==> src/rtl/idm_pkg.sv <==
package idm_pkg;
  typedef enum logic [1:0] {
    MODE_DIR = 2'd0,
    MODE_IND = 2'd1,
    MODE_REG = 2'd2,
    MODE_BIT = 2'd3
  } idm_mode_e;

  typedef enum logic [1:0] {
    TGT_LOW  = 2'd0,
    TGT_UP   = 2'd1,
    TGT_SFR  = 2'd2,
    TGT_NONE = 2'd3
  } idm_tgt_e;
endpackage

==> src/rtl/idm_addr_map.sv <==
module idm_addr_map
  import idm_pkg::*;
#(
  parameter int ADDR_W    = 8,
  parameter int REG_W     = 3,
  parameter int BANK_W    = 2,
  parameter int BIT_BASE  = 32,
  parameter bit HAS_UPPER = 1'b1,
  localparam int OFF_W    = ADDR_W - 1
) (
  input  logic [1:0]        mode,
  input  logic [ADDR_W-1:0] addr,
  input  logic [REG_W-1:0]  rsel,
  input  logic [BANK_W-1:0] bank,
  output idm_tgt_e          tgt,
  output logic [OFF_W-1:0]  off,
  output logic [2:0]        bitpos
);
  localparam int PAD_W = OFF_W - REG_W - BANK_W;

  logic             hi;
  logic [OFF_W-1:0] low_part;
  logic [OFF_W-1:0] bit_byte;

  assign hi       = addr[ADDR_W-1];
  assign low_part = addr[OFF_W-1:0];
  assign bit_byte = OFF_W'(BIT_BASE) + OFF_W'(addr[OFF_W-1:3]);

  always_comb begin
    tgt    = TGT_LOW;
    off    = low_part;
    bitpos = 3'd0;
    unique case (idm_mode_e'(mode))
      MODE_DIR: tgt = hi ? TGT_SFR : TGT_LOW;
      MODE_IND: tgt = hi ? (HAS_UPPER ? TGT_UP : TGT_NONE) : TGT_LOW;
      MODE_REG: begin
        tgt = TGT_LOW;
        off = {{PAD_W{1'b0}}, bank, rsel};
      end
      MODE_BIT: begin
        bitpos = addr[2:0];
        if (hi) begin
          tgt = TGT_SFR;
          off = {low_part[OFF_W-1:3], 3'b000};
        end else begin
          tgt = TGT_LOW;
          off = bit_byte;
        end
      end
      default: tgt = TGT_LOW;
    endcase
  end
endmodule

==> src/rtl/idm_spram.sv <==
module idm_spram #(
  parameter int DEPTH = 128,
  parameter int DW    = 8,
  localparam int AW   = $clog2(DEPTH)
) (
  input  logic          clk,
  input  logic          en,
  input  logic          we,
  input  logic [AW-1:0] addr,
  input  logic [DW-1:0] wdata,
  output logic [DW-1:0] rdata
);
  logic [DW-1:0] mem [DEPTH];

  always_ff @(posedge clk) begin
    if (en) begin
      if (we) mem[addr] <= wdata;
      rdata <= mem[addr];
    end
  end
endmodule

==> src/rtl/idm_decoder.sv <==
module idm_decoder
  import idm_pkg::*;
#(
  parameter int ADDR_W    = 8,
  parameter int DATA_W    = 8,
  parameter int REG_W     = 3,
  parameter int BANK_W    = 2,
  parameter int BIT_BASE  = 32,
  parameter bit HAS_UPPER = 1'b1,
  localparam int OFF_W    = ADDR_W - 1,
  localparam int HALF     = 1 << OFF_W
) (
  input  logic              clk,
  input  logic              rst,
  input  logic              req_valid,
  input  logic              req_we,
  input  logic [1:0]        req_mode,
  input  logic [ADDR_W-1:0] req_addr,
  input  logic [REG_W-1:0]  req_reg,
  input  logic [BANK_W-1:0] bank_sel,
  input  logic [DATA_W-1:0] req_wdata,
  output logic              rd_valid,
  output logic [DATA_W-1:0] rd_data,
  output logic [1:0]        rd_target,
  output logic [OFF_W-1:0]  rd_offset,
  output logic [2:0]        rd_bitpos,
  output logic              sfr_en,
  output logic              sfr_we,
  output logic [ADDR_W-1:0] sfr_addr,
  output logic [DATA_W-1:0] sfr_wdata,
  input  logic [DATA_W-1:0] sfr_rdata
);
  idm_tgt_e         tgt;
  logic [OFF_W-1:0] off;
  logic [2:0]       bitpos;

  idm_addr_map #(
    .ADDR_W(ADDR_W), .REG_W(REG_W), .BANK_W(BANK_W),
    .BIT_BASE(BIT_BASE), .HAS_UPPER(HAS_UPPER)
  ) u_map (
    .mode(req_mode), .addr(req_addr), .rsel(req_reg), .bank(bank_sel),
    .tgt(tgt), .off(off), .bitpos(bitpos)
  );

  logic              low_en;
  logic [DATA_W-1:0] low_q;
  logic [DATA_W-1:0] up_q;
  logic [DATA_W-1:0] sfr_q;

  assign low_en = req_valid && (tgt == TGT_LOW);

  idm_spram #(.DEPTH(HALF), .DW(DATA_W)) u_low (
    .clk(clk), .en(low_en), .we(req_we), .addr(off),
    .wdata(req_wdata), .rdata(low_q)
  );

  generate
    if (HAS_UPPER) begin : g_upper
      logic up_en;
      assign up_en = req_valid && (tgt == TGT_UP);
      idm_spram #(.DEPTH(HALF), .DW(DATA_W)) u_up (
        .clk(clk), .en(up_en), .we(req_we), .addr(off),
        .wdata(req_wdata), .rdata(up_q)
      );
    end else begin : g_no_upper
      assign up_q = '0;
    end
  endgenerate

  assign sfr_en    = req_valid && (tgt == TGT_SFR);
  assign sfr_we    = sfr_en && req_we;
  assign sfr_addr  = {1'b1, off};
  assign sfr_wdata = req_wdata;

  always_ff @(posedge clk) begin
    if (sfr_en && !req_we) sfr_q <= sfr_rdata;
  end

  idm_tgt_e tgt_q;

  always_ff @(posedge clk) begin
    if (rst) begin
      rd_valid  <= 1'b0;
      tgt_q     <= TGT_LOW;
      rd_offset <= '0;
      rd_bitpos <= '0;
    end else begin
      rd_valid <= req_valid && !req_we;
      if (req_valid && !req_we) begin
        tgt_q     <= tgt;
        rd_offset <= off;
        rd_bitpos <= bitpos;
      end
    end
  end

  assign rd_target = tgt_q;

  always_comb begin
    unique case (tgt_q)
      TGT_LOW: rd_data = low_q;
      TGT_UP:  rd_data = up_q;
      TGT_SFR: rd_data = sfr_q;
      default: rd_data = '0;
    endcase
  end
endmodule

==> config.mk <==
export PLATFORM = sky130hd
export DESIGN_NAME = idm_decoder
export DESIGN_NICKNAME = d
export VERILOG_FILES = /design/src/rtl/idm_pkg.sv /design/src/rtl/idm_addr_map.sv /design/src/rtl/idm_spram.sv /design/src/rtl/idm_decoder.sv
export SDC_FILE = /design/constraint.sdc
export NUM_CORES = 2
export LEC_CHECK = 0
export BUFFER_PORTS_ARGS = -buffer_cell sky130_fd_sc_hd__buf_2
export CORE_MARGIN = 5
export CORE_UTILIZATION = 30
export DETAILED_ROUTE_END_ITERATION = 8
export HOLD_SLACK_MARGIN = 0.15
export PLACE_DENSITY = 0.53
export SYNTH_ARGS = -nofsm -noshare
export SYNTH_HDL_FRONTEND = slang
export SYNTH_HIERARCHICAL = 1
export SYNTH_SLANG_ARGS = --single-unit
export TNS_END_PERCENT = 50
==> constraint.sdc <==
create_clock -name clk -period 7.2 [get_ports clk]
set_input_delay 0.72 -clock clk [delete_from_list [all_inputs] [get_ports clk]]
set_output_delay 0.72 -clock clk [all_outputs]
set_load 0.01 [all_outputs]
==> results.md <==
| Group | Metric | Reported |
|:---|:---|:---|
| grt | Global route overflow | 0 |
| power | Fraction of power consumed by sequential logic | 48.9% |
| synthesis | Most numerous cell in the Yosys netlist | sky130_fd_sc_hd__edfxtp_1 |
| sta | Setup-failing EPs final | 0 |
| clock network | CTS max path bufs | 4 |
| clock network | Cts bufs inserted | 220 |
| worst setup path | Worst Path Arrival | 5.67 ns |
| synthesis | Proportion of synthesized chip area in sequential cells | 76.4% |
| cells and area | Proportion of layout cells with a drive suffix above 1 | 12.5% |
| synthesis | Mean instance size in the synthesized netlist | 16.1 µm² |
| grt | Global-route wire length before repair | 378000 µm |
| floorplan | Core Footprint | 271000 µm² |
| sta | Number of hold violations in the final report | 0 |
| power | Worst IR drop on VDD | 0.232 mV |
| sta | Fraction of the cycle the final worst path needs | 70.6% |
| worst setup path | Flop2flop setup slack | 4.26 ns |
| routing | Wire length on met1 | 108000 µm |
| synthesis | Most frequent cells after synthesis | sky130_fd_sc_hd__edfxtp_1 (2072), sky130_fd_sc_hd__nor2_1 (420), sky130_fd_sc_hd__a221oi_1 (344) |
| synthesis | Yosys Warn Count | 6 |
| worst setup path | Cells along the critical path | buf_2 > inv_1 > ha_1 > nor2_2 > a222oi_1 > inv_8 > buf_4 > inv_2 > buf_4 > a221oi_1 > nor2_1 > o21ai_1 > o211ai_1 > nor4_1 > nand4_1 |
| placement | Routability-driven placement congestion ratio | 0.879 |
| clock network | CTS Sinks | 2085 |
| synthesis | Synthesized area | 81800 µm² |
| clock network | Clock Pin Slew Worst Setup and Hold Paths | 0.06 ns |
| clock network | Skew-Pair Late Insertion Delay | 0.93 ns |
| cells and area | Total non-filler cell area in the finished layout | 93600 µm² |
| grt | GRT Total Usage | 18.2% |
| floorplan | Area of the die | 283000 µm² |
| synthesis | Area fraction of the dominant cell type after synthesis | 76.1% |
| synthesis | Top area cells in the synthesized netlist | sky130_fd_sc_hd__edfxtp_1 (76%), sky130_fd_sc_hd__a221oi_1 (3.7%), sky130_fd_sc_hd__mux2i_1 (3.5%) |
| routing | Number of vias after detailed routing | 49700 |
| placement | Worst slack after detailed placement | 1.45 ns |
| floorplan | Number of ports placed on the die boundary | 74 |
| routing | Overall routed net length | 269000 µm |
| routing | Highest routed layer | met5 |
| sta | Relative slew margins | -0.368% |
| floorplan | Floorplan die height | 532 µm |
| clock network | CTS hold repair buffers | 9 |
| floorplan | Die Wd | 532 µm |
| placement | Hpwl dp | 161000 µm |
| synthesis | Most instantiated flip-flop cell in the synthesis netlist | sky130_fd_sc_hd__edfxtp_1 |
| clock network | CTS HTree Levels | 4 |
| routing | Routed length per placed instance | 30.2 µm |
| power | Int Pwr | 0.0206 W |
| floorplan | Row count | 191 |
| worst setup path | Cell type with the highest occurrence count on the critical path | sky130_fd_sc_hd__buf_4 |
| routing | Number of nets still failing antenna checks after routing | 0 |
| run status | Result of the run | complete, but fails checks |
| sta | Transition time of the tightest slew-check pin | 1.51 ns |
| worst setup path | Largest stage delay on the critical path | 0.98 ns |
| sta | Crit path time final | 5.08 ns |
| grt | Via count of the first global-routing pass | 48200 |
| synthesis | FFs w/ async S/R, synth | 0% |
| power | Share of power burned in the clock network | 41.2% |
| worst setup path | Setup crit end kind | register |
| synthesis | EDFF count, synth | 2072 |
| sta | Pins Over Slew Limit | 12 |
| routing | Met3 wire length | 21400 µm |
| clock network | Post-CTS resize count | 0 |
| sta | Unrepaired setup endpoints after global routing | false |
| synthesis | Number of register bits inferred by synthesis | 2085 |
| routing | Iteration count of the initial detailed-routing pass | 6 |
| routing | Met2 Wirelength | 127000 µm |
| floorplan | Effective utilization at floorplan | 30.2% |
| power | Proportion of total power due to net switching | 24.8% |
| routing | Iteration-0 DRC count of the detailed router | 6011 |
| worst setup path | Maximum fanout along the worst path | 69 |
| grt | Maximum number of pins on one net before global-route repair | 195 |
| clock network | TritonCTS clock tree | yes |
| run status | Violated checks | max-slew violations |
| routing | DRC violation count after routing | 0 |
| clock network | Root buffer cell | sky130_fd_sc_hd__clkbuf_16 |
| grt | Antenna violations before repair | 5 |
| flow run | Max-capacitance violation count | 0 |
| placement | Standard cell area after detailed placement | 86300 µm² |
| hold path | Class of the tightest hold or removal check | in2reg |
| clock network | # Post-CTS Setup Buffers | 0 |
| synthesis | Number of nets produced by synthesis | 5105 |
| worst setup path | CP startpoint kind | input pin |
| worst setup path | Data required time of the critical path | 7.79 ns |
| worst setup path | Worst-path cell with the longest stage delay | sky130_fd_sc_hd__nor4_1 |
| synthesis | Library cell with the largest summed area after synthesis | sky130_fd_sc_hd__edfxtp_1 |
| routing | Drt via density | 5.58 |
| power | Combinational Power Share | 9.9% |
| sta | Worst Clk Skew | 0.106 ns |
| worst setup path | Path type of the worst setup path | in2reg |
| sta | Max Clk Rate | 0.197 GHz |
| cells and area | Area Growth Syn to Fin | 14.4% |
| synthesis | Distinct cells, synth | 63 |
| synthesis | Gate count of the mapped netlist | 5066 |
| cells and area | Net count of the finished layout | 5187 |
| placement | Buffers added on ports | 72 |
| power | Switching power | 0.00680 W |
| power | Power density cells | 293 nW/µm² |
| sta | Final WS setup | 2.12 ns |
| sta | Sum of negative setup slack | 0 ns |
| power | Reported leakage power | 29.0 nW |
-- area by class of cell --
| type | instances | area (µm²) |
|---|---|---|
| multi-input cells | 2579 | 17400 |
| diodes | 3 | 7.51 |
| fillers | 25800 | 177000 |
| clock buffers | 260 | 5700 |
| clock inverters | 138 | 1430 |
| flip-flops and latches | 2085 | 62500 |
| well taps | 3570 | 4470 |
| inverters | 13 | 71.3 |
| repair buffers | 249 | 2060 |
-- stage by stage --
step	power [W]	instances	util, %	hold WS, ns
finish	0.0274	8897	34.5	0.242
global route	0.0282	8896	34.5	0.230
global placement	0.0163	8487	31.9	0.446
floorplan	0.0150	5066	-	0.474
CTS	0.0276	8894	34.5	0.162
detailed placement	0.0163	8487	31.9	0.448
-- final timing paths --
path / from / endpoint / cells past startpoint
hold / removal: req_addr[0] / rd_bitpos[0] / 4
setup / recovery: req_mode[0] / g_upper.u_up/rdata[4] / 15
hold reg to reg: rd_offset[3] / rd_offset[3] / 2
setup reg to reg: g_upper.u_up/mem[101][4] / g_upper.u_up/rdata[4] / 6
-- cells by family (layout without fill, tap and decap cells) --
logic type               count (synthesis)  count (layout)  share of synthesized area, %
AO/OA/AOI/OAI                         1417            1417                          12.3
adder cells (fa/ha/maj)                  4               4                        0.0612
buffers and inverters                  402             660                          2.54
flip-flops                            2085            2085                          76.4
multiplexers                           344             344                          4.45
other                                    1               4                       0.00459
AND/OR/NAND/NOR                        813             813                          4.22
-- cells in the final DEF (no fill, tap or decap), drive strengths merged, types with 12 or more instances in the layout --
| cell type | count |
|---|---|
| a31oi | 14 |
| mux2i | 286 |
| nand4 | 12 |
| nand3 | 42 |
| o221ai | 12 |
| a21oi | 270 |
| nand2b | 19 |
| nor2b | 32 |
| a211oi | 24 |
| a22o | 152 |
| a221oi | 350 |
| o31ai | 16 |
| and2 | 14 |
| inv | 18 |
| nor2 | 423 |
| nand2 | 214 |
| bufinv | 23 |
| mux2 | 48 |
| a221o | 20 |
| o22ai | 172 |
| o22a | 14 |
| clkbuf | 266 |
| o21ai | 182 |
| nor3 | 22 |
| a22oi | 144 |
| edfxtp | 2072 |
| buf | 234 |
| clkinv | 103 |
| dfxtp | 13 |
-- power groups by stage --
stage | Combinational [W] | Clock [W] | Sequential [W]
after floorplan | 0.00140 | 0 | 0.0136
after global placement | 0.00266 | 0 | 0.0137
after detailed placement | 0.00266 | 0 | 0.0137
after CTS | 0.00267 | 0.0115 | 0.0134
after global routing | 0.00279 | 0.0120 | 0.0134
final | 0.00270 | 0.0113 | 0.0134
-- worst max-delay path, delay by kind of cell --
kind / cells / cell delay (ns)
buffers and inverters: 6 / 1.96
AND/OR/NAND/NOR: 4 / 1.50
adder cells (fa/ha/maj): 1 / 0.29
AO/OA/AOI/OAI: 4 / 0.98
-- registers in the layout, indices dropped and copies added, names as in the netlist --
name,cells
u_low/rdata,8
sfr_q,8
g_upper.u_up/rdata,8
rd_offset,7
rd_bitpos,3
u_low/mem,1024
rd_valid,1
rd_target,2
g_upper.u_up/mem,1024
-- layer usage --
layer / GRT usage (%) / up-vias
met5: 0 / -
met4: 7.27 / 2
met3: 3.29 / 488
met2: 29.3 / 2561
met1: 24.3 / 26000
li1: - / 20700
No activity file was read; power rests on OpenSTA's default activity.
